File: config.mk
export PLATFORM = sky130hd
export DESIGN_NAME = poh_byte_sel
export DESIGN_NICKNAME = d
export VERILOG_FILES = /design/src/rtl/poh_pkg.sv /design/src/rtl/poh_trace_buf.sv /design/src/rtl/poh_byte_pick.sv /design/src/rtl/poh_g1_nib.sv /design/src/rtl/poh_byte_sel.sv
export SDC_FILE = /design/constraint.sdc
export NUM_CORES = 1
export LEC_CHECK = 0
export BUFFER_PORTS_ARGS = -buffer_cell sky130_fd_sc_hd__clkbuf_2
export CELL_PAD_IN_SITES_DETAIL_PLACEMENT = 1
export CELL_PAD_IN_SITES_GLOBAL_PLACEMENT = 2
export CORE_MARGIN = 2
export CORE_UTILIZATION = 45
export DETAILED_ROUTE_END_ITERATION = 6
export MAX_ROUTING_LAYER = met4
export PLACE_DENSITY = 0.75
export SLEW_MARGIN = 20
export SYNTH_ARGS = -nofsm -noshare
export SYNTH_HDL_FRONTEND = slang
export SYNTH_HIERARCHICAL = 1
export SYNTH_SLANG_ARGS = --single-unit
File: constraint.sdc
create_clock -name clk -period 2.75 [get_ports clk]
set_input_delay 0.275 -clock clk [delete_from_list [all_inputs] [get_ports clk]]
set_output_delay 0.275 -clock clk [all_outputs]
set_load 0.1 [all_outputs]
File: src/rtl/poh_pkg.sv
package poh_pkg;
    localparam int BYTE_W     = 8;
    localparam int NIB_W      = 4;
    localparam int TRACE_LEN  = 64;
    localparam int TRACE_AW   = $clog2(TRACE_LEN);
    localparam logic [NIB_W-1:0] REI_FORCED = 4'h3;
    localparam logic [NIB_W-1:0] REI_MAX    = 4'd8;

    typedef struct packed {
        logic [BYTE_W-1:0] j1;
        logic [BYTE_W-1:0] c2;
        logic [BYTE_W-1:0] g1;
    } poh_bytes_t;

    typedef enum logic [1:0] {
        SRC_DEFAULT = 2'd0,
        SRC_PASS    = 2'd1,
        SRC_PROG    = 2'd2
    } byte_src_e;
endpackage

File: src/rtl/poh_trace_buf.sv
module poh_trace_buf
    import poh_pkg::*;
#(
    parameter int DEPTH  = TRACE_LEN,
    parameter int DATA_W = BYTE_W
) (
    input  logic                      clk,
    input  logic                      rst_n,
    input  logic                      enable,
    input  logic                      step,
    input  logic                      wr_en,
    input  logic [$clog2(DEPTH)-1:0]  wr_addr,
    input  logic [DATA_W-1:0]         wr_data,
    output logic [DATA_W-1:0]         rd_data
);
    localparam int AW = $clog2(DEPTH);
    localparam logic [AW-1:0] LAST = AW'(DEPTH - 1);

    typedef struct packed {
        logic [AW-1:0] idx;
        logic          en_seen;
    } seq_t;

    seq_t seq_d, seq_q;
    logic [DATA_W-1:0] mem_q [DEPTH];
    logic          rise;
    logic [AW-1:0] cur;

    // Buffer storage: written by software, read at the frame step
    always_ff @(posedge clk) begin
        if (wr_en) mem_q[wr_addr] <= wr_data;
    end

    always_comb begin
        seq_d         = seq_q;
        rise          = enable & ~seq_q.en_seen;
        cur           = rise ? '0 : seq_q.idx;
        seq_d.en_seen = enable;
        if (rise) seq_d.idx = '0;
        if (step && enable) seq_d.idx = (cur == LAST) ? '0 : cur + 1'b1;
    end

    assign rd_data = mem_q[cur];

    always_ff @(posedge clk or negedge rst_n) begin
        if (!rst_n) seq_q <= '0;
        else        seq_q <= seq_d;
    end
endmodule

File: src/rtl/poh_byte_pick.sv
module poh_byte_pick
    import poh_pkg::*;
#(
    parameter int WIDTH = BYTE_W
) (
    input  logic             prog_en,
    input  logic [WIDTH-1:0] prog_val,
    input  logic             pass_sel,
    input  logic [WIDTH-1:0] pass_val,
    input  logic             dflt_ones,
    output logic [WIDTH-1:0] byte_out
);
    byte_src_e src;

    always_comb begin
        if (prog_en)       src = SRC_PROG;
        else if (pass_sel) src = SRC_PASS;
        else               src = SRC_DEFAULT;
        unique case (src)
            SRC_PROG: byte_out = prog_val;
            SRC_PASS: byte_out = pass_val;
            default:  byte_out = {WIDTH{dflt_ones}};
        endcase
    end
endmodule

File: src/rtl/poh_g1_nib.sv
module poh_g1_nib
    import poh_pkg::*;
(
    input  logic [NIB_W-1:0] err_cnt,
    input  logic             inh,
    input  logic [NIB_W-1:0] prog_val,
    input  logic             force_err,
    output logic [NIB_W-1:0] nib_out
);
    logic [NIB_W-1:0] sat_cnt;

    always_comb begin
        sat_cnt = (err_cnt > REI_MAX) ? REI_MAX : err_cnt;
        if (force_err) nib_out = REI_FORCED;
        else if (inh)  nib_out = prog_val;
        else           nib_out = sat_cnt;
    end
endmodule

File: src/rtl/poh_byte_sel.sv
module poh_byte_sel
    import poh_pkg::*;
#(
    parameter int TRACE_DEPTH = TRACE_LEN,
    localparam int TAW = $clog2(TRACE_DEPTH)
) (
    input  logic              clk,
    input  logic              rst_n,
    input  logic              frame_strobe,
    input  logic              trace_en,
    input  logic              j1_pass_sel,
    input  logic [BYTE_W-1:0] j1_pass,
    input  logic              c2_prog_en,
    input  logic [BYTE_W-1:0] c2_prog,
    input  logic              c2_pass_sel,
    input  logic [BYTE_W-1:0] c2_pass,
    input  logic              dflt_ones,
    input  logic              tr_wr_en,
    input  logic [TAW-1:0]    tr_wr_addr,
    input  logic [BYTE_W-1:0] tr_wr_data,
    input  logic [NIB_W-1:0]  bip_err_cnt,
    input  logic              rei_inh,
    input  logic [NIB_W-1:0]  rei_prog,
    input  logic              rei_force,
    input  logic [NIB_W-1:0]  g1_low,
    output logic [BYTE_W-1:0] j1_byte,
    output logic [BYTE_W-1:0] c2_byte,
    output logic [BYTE_W-1:0] g1_byte
);
    poh_bytes_t out_d, out_q;
    logic [BYTE_W-1:0] trace_byte, j1_sel, c2_sel;
    logic [NIB_W-1:0]  rei_nib;

    poh_trace_buf #(.DEPTH(TRACE_DEPTH), .DATA_W(BYTE_W)) i_trace (
        .clk     (clk),
        .rst_n   (rst_n),
        .enable  (trace_en),
        .step    (frame_strobe),
        .wr_en   (tr_wr_en),
        .wr_addr (tr_wr_addr),
        .wr_data (tr_wr_data),
        .rd_data (trace_byte)
    );

    // J1: trace buffer takes the programmed-value slot of the priority
    poh_byte_pick #(.WIDTH(BYTE_W)) i_j1_pick (
        .prog_en   (trace_en),
        .prog_val  (trace_byte),
        .pass_sel  (j1_pass_sel),
        .pass_val  (j1_pass),
        .dflt_ones (dflt_ones),
        .byte_out  (j1_sel)
    );

    poh_byte_pick #(.WIDTH(BYTE_W)) i_c2_pick (
        .prog_en   (c2_prog_en),
        .prog_val  (c2_prog),
        .pass_sel  (c2_pass_sel),
        .pass_val  (c2_pass),
        .dflt_ones (dflt_ones),
        .byte_out  (c2_sel)
    );

    poh_g1_nib i_g1 (
        .err_cnt   (bip_err_cnt),
        .inh       (rei_inh),
        .prog_val  (rei_prog),
        .force_err (rei_force),
        .nib_out   (rei_nib)
    );

    always_comb begin
        out_d = out_q;
        if (frame_strobe) begin
            out_d.j1 = j1_sel;
            out_d.c2 = c2_sel;
            out_d.g1 = {rei_nib, g1_low};
        end
    end

    always_ff @(posedge clk or negedge rst_n) begin
        if (!rst_n) out_q <= '0;
        else        out_q <= out_d;
    end

    assign j1_byte = out_q.j1;
    assign c2_byte = out_q.c2;
    assign g1_byte = out_q.g1;
endmodule

==> results of run 1 <==
## synthesized netlist by cell type (all sizes together) (14+ instances only)
cell,n,area share
edfxtp,512,0.68
and3,22,0.0061
mux2i,65,0.029
a21oi,73,0.016
mux2,69,0.038
dfrtp,31,0.034
nand3,46,0.010
o221ai,15,0.0058
nand2,124,0.021
and2,18,0.0050
clkbuf,36,0.0060
nor2,102,0.017
o2111ai,14,0.0054
a211oi,18,0.0060
a221o,19,0.0084
buf,75,0.019
o211ai,25,0.0083
a221oi,33,0.013
o21ai,45,0.010
## stage by stage
stage          power, mW  instances  setup slack, ps
2_1_floorplan      10.94       1505            322.3
3_3_place_gp       12.19       2407           -548.1
3_5_place_dp       12.25       2407           -550.1
4_1_cts            19.70       2530           -34.88
5_1_grt            20.29       2544           -180.0
6_report           19.74       2545           -128.5
## final cells by class
| cell class | count | area, um^2 | area share |
|---|---|---|---|
| flip-flops and latches | 543 | 16160 | 0.5737 |
| multi-input cells | 847 | 6275 | 0.2228 |
| inverters | 4 | 15.01 | 0.0005331 |
| clock inverters | 32 | 252.7 | 0.008974 |
| repair buffers | 375 | 3143 | 0.1116 |
| diodes | 2 | 5.005 | 0.0001777 |
| clock buffers | 70 | 1475 | 0.05238 |
| well taps | 672 | 840.8 | 0.02985 |
## flip-flops by register name, summed over array words and instances (netlist names)
signal	count
g1_byte	8
c2_byte	8
i_trace/mem_q	512
j1_byte	8
i_trace/seq_q	7
## critical path, delay by kind of cell, from the launching register on
kind,cells,cell delay [ps]
AO/OA/AOI/OAI,5,960
buffers and inverters,4,730
flip-flops,1,390
AND/OR/NAND/NOR,3,390
multiplexers,1,250
## logic make-up after synthesis
logic type,share of synthesized area
AO/OA/AOI/OAI,0.1140
XOR/XNOR,0.001163
buffers and inverters,0.02607
flip-flops,0.7145
multiplexers,0.07246
AND/OR/NAND/NOR,0.07185
## worst paths after layout
check	from	end	slack, ps	depth (start not counted)
setup reg to reg	i_trace/seq_q[0]$_DFF_PN0_	j1_byte[4]$_DFFE_PN0P_	-130	13
setup / recovery	i_trace/seq_q[0]$_DFF_PN0_	j1_byte[4]$_DFFE_PN0P_	-130	13
hold reg to reg	c2_byte[2]$_DFFE_PN0P_	c2_byte[2]$_DFFE_PN0P_	510	1
min in group asynchronous	rst_n	j1_byte[2]$_DFFE_PN0P_	350	2
max in group asynchronous	rst_n	i_trace/seq_q[1]$_DFF_PN0_	1690	2
hold / removal	c2_prog[1]	c2_byte[1]$_DFFE_PN0P_	20	4
## per-layer routing
metal  up-vias  global-route usage  wire, um
li1       6611                   -         -
met1      8227              0.4252     31990
met2       854              0.4755     36890
met3       160             0.05763      7398
met4         0              0.1011      2786
met5         -                   -         0
## what timing repair did
action                                  4_1_cts  5_1_grt
pin swaps                                    15       16
endpoints found under the hold margin        38        0
cloned                                        2        1
gates resized for setup                      73       39
hold buffers                                  8        0
endpoints found under the setup margin        8        8
setup buffers                                12       13
## power by group through the flow
stage | combinational (mW) | clock [mW] | sequential [mW]
after floorplan | 1.20 | 0 | 9.73
final | 3.19 | 7.33 | 9.22
after global routing | 3.30 | 7.76 | 9.23
after CTS | 3.05 | 7.44 | 9.22
after global placement | 2.81 | 0 | 9.38
after detailed placement | 2.86 | 0 | 9.39
## placed cells by master, fill, tap and decap left out, drive strengths merged, types with 31 or more instances in the layout
| cell type | n |
|---|---|
| buf | 281 |
| dfrtp | 31 |
| nand3 | 46 |
| mux2 | 69 |
| a221oi | 33 |
| clkbuf | 155 |
| mux2i | 65 |
| nand2 | 124 |
| o21ai | 45 |
| nor2 | 102 |
| edfxtp | 512 |
| a21oi | 73 |
==> impl_results.md, run 1 <==
- Initial antenna violation count: 1
- Cell area after layout: 28,160 um^2
- Worst hold margin: 22.11 ps
- Die Footprint: 52,040 um^2
- Comb pwr share: 0.161
- Ys flop type: edfxtp_1
- CP Cell Sequence: nand2b_4, buf_12, buf_12, buf_4, nand3_1, a21oi_1, o211ai_1, o311ai_1, buf_4, a32o_2, nand2_1, o21ai_1, mux2_4
- Area grow syn2layout: 24.60%
- Clock group share of total power: 0.371
- Peak supply drop: 475.2 uV
- Total gr overflow: 0
- Worst rel slew slack: 0.2135
- Vias/cell: 6.229
- Internal power: 14.49 mW
- Leakage power: 9.992 nW
- Final Critical Period: 2879 ps
- Status: finished, violations left
- Setup Skew: 19.63 ps
- Num ports: 85
- Yosys reg bits: 543
- Via count: 15,850
- Final Hold Violating Endpoints: 0
- Final clock period utilization by the worst path: 1.047
- FILL cells: 4,756
- Initial detailed-routing violation count: 1,714
- Syn_area_per_cell: 15.02 um^2
- Worst setup SP type: flop
- Yosys cell types: 76
- Largest net degree at the start of global routing: 65
- Worst slew pin tran: 1180 ps
- CTS tree: done
- Slowest CP cell: dfrtp_1
- Fin. max-slew vios: 0
- CP peak stage delay: 390 ps
- CP Class: flop to flop
- Post-synth ARST share: 0.05709
- Total global-route track usage: 0.3118
- Final setup viols: 7
- Port bufs: 84
- Clk pin slew, worst setup/hold paths: 60 ps
- Die width: 228.1 um
- First-pass DRT Iterations: 5
- CP endpoint kind: flop
- Num CTS Buffers: 56
- Share of layout cells above drive strength 1: 0.3153
- Drt wl/cell: 31.06 um
- Setup TNS: -428.1 ps
- Syn. warnings: 6
- Clock Latency Late Sink: 610 ps
- Starting density of the core: 0.4533
- Vias in the first global route: 16,200
- Synth Cell Area: 22,600 um^2
- Cell chosen for the clock root: clkbuf_16
- Max Freq: 347.4 MHz
- Final nets: 1,888
- Unrepaired setup endpoints after global routing: yes
- Dpl hpwl: 52.11 mm
- Seq/Total Area, Yosys: 0.7145
- Routed Antenna Nets: 0
- Failing checks: setup timing
- P per Cell Area: 701.0 nW/um^2
- H-tree levels: 2
- Clk buf depth: 3
- Core ar.: 49,860 um^2
- GPL Wtd Cong: 0.9143
- Max_cap viols: 0
- Arrival @ worst endpoint: 3360 ps
- WL final: 79.06 mm
- Syn Nets: 1,566
- Sw power: 5.251 mW
- Critical Path Fanout Max: 23
- First-pass GRT wire length: 114.8 mm
- Chip height: 228.1 um
- Worst hold path type: primary input to flop
- Post-DP Area: 25,580 um^2
- CP required: 3230 ps
- CTS Sinks: 543
- Final setup margin: -128.5 ps
- Layout Utilization: 0.5648
- Residual DRC: 0
- Register share of total power: 0.467
- Switching share of power: 0.2660
- Row cnt: 82
- Mapped Cells: 1,505
- EDFF count, synth: 512
No activity file was read; power rests on OpenSTA's default activity.
==> run 2, diff against run 1 <==
Settings changed: CORE_UTILIZATION 45 to 35, PLACE_DENSITY 0.75 to 0.6, REMOVE_ABC_BUFFERS from default to 1.
==> impl_results.md, run 2 (synthesis results as in run 1) <==
- Status: finished, violations left
- Failing checks: setup timing
- Largest net degree at the start of global routing: 46 (-29%)
- Highest routed layer: met4
- FILL cells: 6,374 (+34%)
- CP endpoint kind: flop
- Initial antenna violation count: 2 (+1)
- Unrepaired setup endpoints after global routing: yes
- CP Class: flop to flop
- Peak supply drop: 452.0 uV (-4.9%)
- Register area: 16,160 um^2 (about the same)
- Worst Setup SP: i_trace/seq_q[1]$_DFF_PN0_
- Die Footprint: 66,630 um^2 (+28%)
- First-pass GRT wire length: 117.1 mm (+2.0%)
- Critical Path Fanout Max: 9 (-61%)
- Share of layout cells above drive strength 1: 0.3298 (+0.01450)
- CTS tree: done
- Most common cell after layout, fill and taps aside: edfxtp_1
- Worst-case reg-to-reg path depth: 10 (-3)
- CTS Sinks: 543 (unchanged)
- Biggest register: i_trace/mem_q
- H-tree levels: 2 (unchanged)
- WL final: 82.07 mm (+3.8%)
- Chip height: 258.1 um (+13%)
- Reg2reg start: i_trace/seq_q[1]$_DFF_PN0_
- Max reg flops: 512 (unchanged)
- Final setup margin: -160.4 ps (-31.92 ps)
- Core ar.: 64,120 um^2 (+29%)
- P per Cell Area: 719.9 nW/um^2 (+2.7%)
- Routed Antenna Nets: 0 (unchanged)
- Row cnt: 93 (+13%)
- GPL Wtd Cong: 0.8595 (-6.0%)
- Num ports: 85 (unchanged)
- CP required: 3260 ps (+30 ps)
- Worst rel slew slack: 0.2268 (+0.01332)
- Final clock period utilization by the worst path: 1.058 (+0.01161)
- Most frequent cells in the layout: edfxtp_1, buf_4, nand2_1, nor2_1, clkbuf_2
- Worst hold path type: primary input to flop
- Vias in the first global route: 15,820 (-2.4%)
- Max_cap viols: 0 (unchanged)
- Starting density of the core: 0.3526 (-0.1008)
- Final nets: 1,922 (+1.8%)
- Max Freq: 343.6 MHz (-1.1%)
- DR WL met3: 5.869 mm (-21%)
- Worst setup SP type: flop
- Setup crit end: j1_byte[4]$_DFFE_PN0P_
- Area grow syn2layout: 28.41%
- Total global-route track usage: 0.2531 (-0.05869)
- Clk buf depth: 3 (unchanged)
- Arrival @ worst endpoint: 3420 ps (+60 ps)
- Fin. max-slew vios: 0 (unchanged)
- Worst R2R End: j1_byte[4]$_DFFE_PN0P_
- Clock Latency Late Sink: 630 ps (+20 ps)
- Setup WS pre-CTS: -427.8 ps (+122.3 ps)
- Layout Utilization: 0.4527 (-0.1121)
- Met1 wire length: 36.76 mm (+15%)
- Worst slew pin tran: 1160 ps (-19.98 ps)
- Dpl hpwl: 56.03 mm (+7.5%)
- Final Hold Violating Endpoints: 0 (unchanged)
- Pwr Total: 20.90 mW (+5.8%)
- Final setup viols: 8 (+1)
- Num CTS Buffers: 58 (+3.6%)
- Leakage power: 10.28 nW (+2.9%)
- Drt wl/cell: 29.65 um (-4.6%)
- Cell chosen for the clock root: clkbuf_16
- Via count: 15,420 (-2.7%)
- Setup TNS: -750.4 ps (-322.3 ps)
- Total gr overflow: 0 (unchanged)
- First-pass DRT Iterations: 5 (unchanged)
- Initial detailed-routing violation count: 1,583 (-7.6%)
- Clk pin slew, worst setup/hold paths: 60 ps (about the same)
- Die width: 258.1 um (+13%)
- Area occupied by multi-input gates: 6279 um^2 (about the same)
- Vias/cell: 5.570 (-11%)
- Met2 WL: 37.60 mm (+1.9%)
- Final Critical Period: 2910 ps (+31.92 ps)
- Setup Skew: 13.57 ps (-6.056 ps)
- Port bufs: 84 (unchanged)
- Residual DRC: 0 (unchanged)
- Reg-to-reg slack, setup: -160 ps (-30 ps)
run 2: cell count changes in the layout (fill, tap and decap cells not counted), sizes merged:
cell         previous run  this run
bufinv                  4         9
clkbuf                155       154
bufbuf                  1         0
inv                     4         3
diode                   2         3
clkinvlp                3         4
clkinv                 25        27
buf                   281       311
dlygate4sd3             8        12
run 2: final cells by class:
cell class,count,share of cell area
Sequential cell,543,0.5567
Multi-Input combinational cell,847,0.2163
Timing Repair Buffer,407,0.1201
Clock buffer,70,0.05444
Tap cell,855,0.03686
Clock inverter,39,0.01431
Inverter,4,0.0009484
Antenna cell,3,0.0002586
run 2: worst max-delay path, stage by stage, from the launching register on:
cell      delay [ps]
dfrtp_4          570
and2_1           240
and2_1           200
buf_12           160
a221o_1          350
o211ai_1         370
o311ai_2         240
a32o_2           290
nand2_1           70
o21ai_1           60
mux2_4           250
run 2: per-layer routing:
metal,global-route usage,up-vias
met1,0.3448,8007
met2,0.3890,599
met4,0.06358,0
li1,-,6689
met3,0.05055,122
met5,-,-
run 2: stage by stage:
step / instance area (um^2) / std cells / hold slack [ps]
after floorplan: 22030 / 1394 / -20.59
after global placement: 26070 / 2610 / 433.0
after detailed placement: 26070 / 2610 / 441.0
after CTS: 28750 / 2755 / 1.376
after global routing: 29030 / 2768 / 30.86
final: 29030 / 2768 / 34.19
run 2: repair_timing:
action	CTS	global route
resized for setup	82	42
setup endpoints to repair	8	8
pin swaps	26	30
cloned	1	0
buffers inserted	23	12
hold buffers	12	0
endpoints found under the hold margin	42	0
run 2: worst min-delay path by stage:
stage,end,slack [ps],from,cells past startpoint
finish,g1_byte[4]$_DFFE_PN0P_,30,rei_prog[0],4
CTS,g1_byte[4]$_DFFE_PN0P_,1,rei_prog[0],4
floorplan,c2_byte[0]$_DFFE_PN0P_,-20,rst_n,0
detailed placement,g1_byte[5]$_DFFE_PN0P_,440,rst_n,1
global route,i_trace/seq_q[0]$_DFF_PN0_,30,trace_en,2
global placement,g1_byte[6]$_DFFE_PN0P_,430,rst_n,1
run 2: power by group:
| part | leakage, nW | switching, mW | internal, mW | total [mW] |
|---|---|---|---|---|
| clock | 0.969 | 3.31 | 4.91 | 8.21 |
| sequential | 4.98 | 0.0693 | 9.16 | 9.23 |
| combinational | 4.33 | 2.10 | 1.36 | 3.46 |
| total | 10.3 | 5.47 | 15.4 | 20.9 |
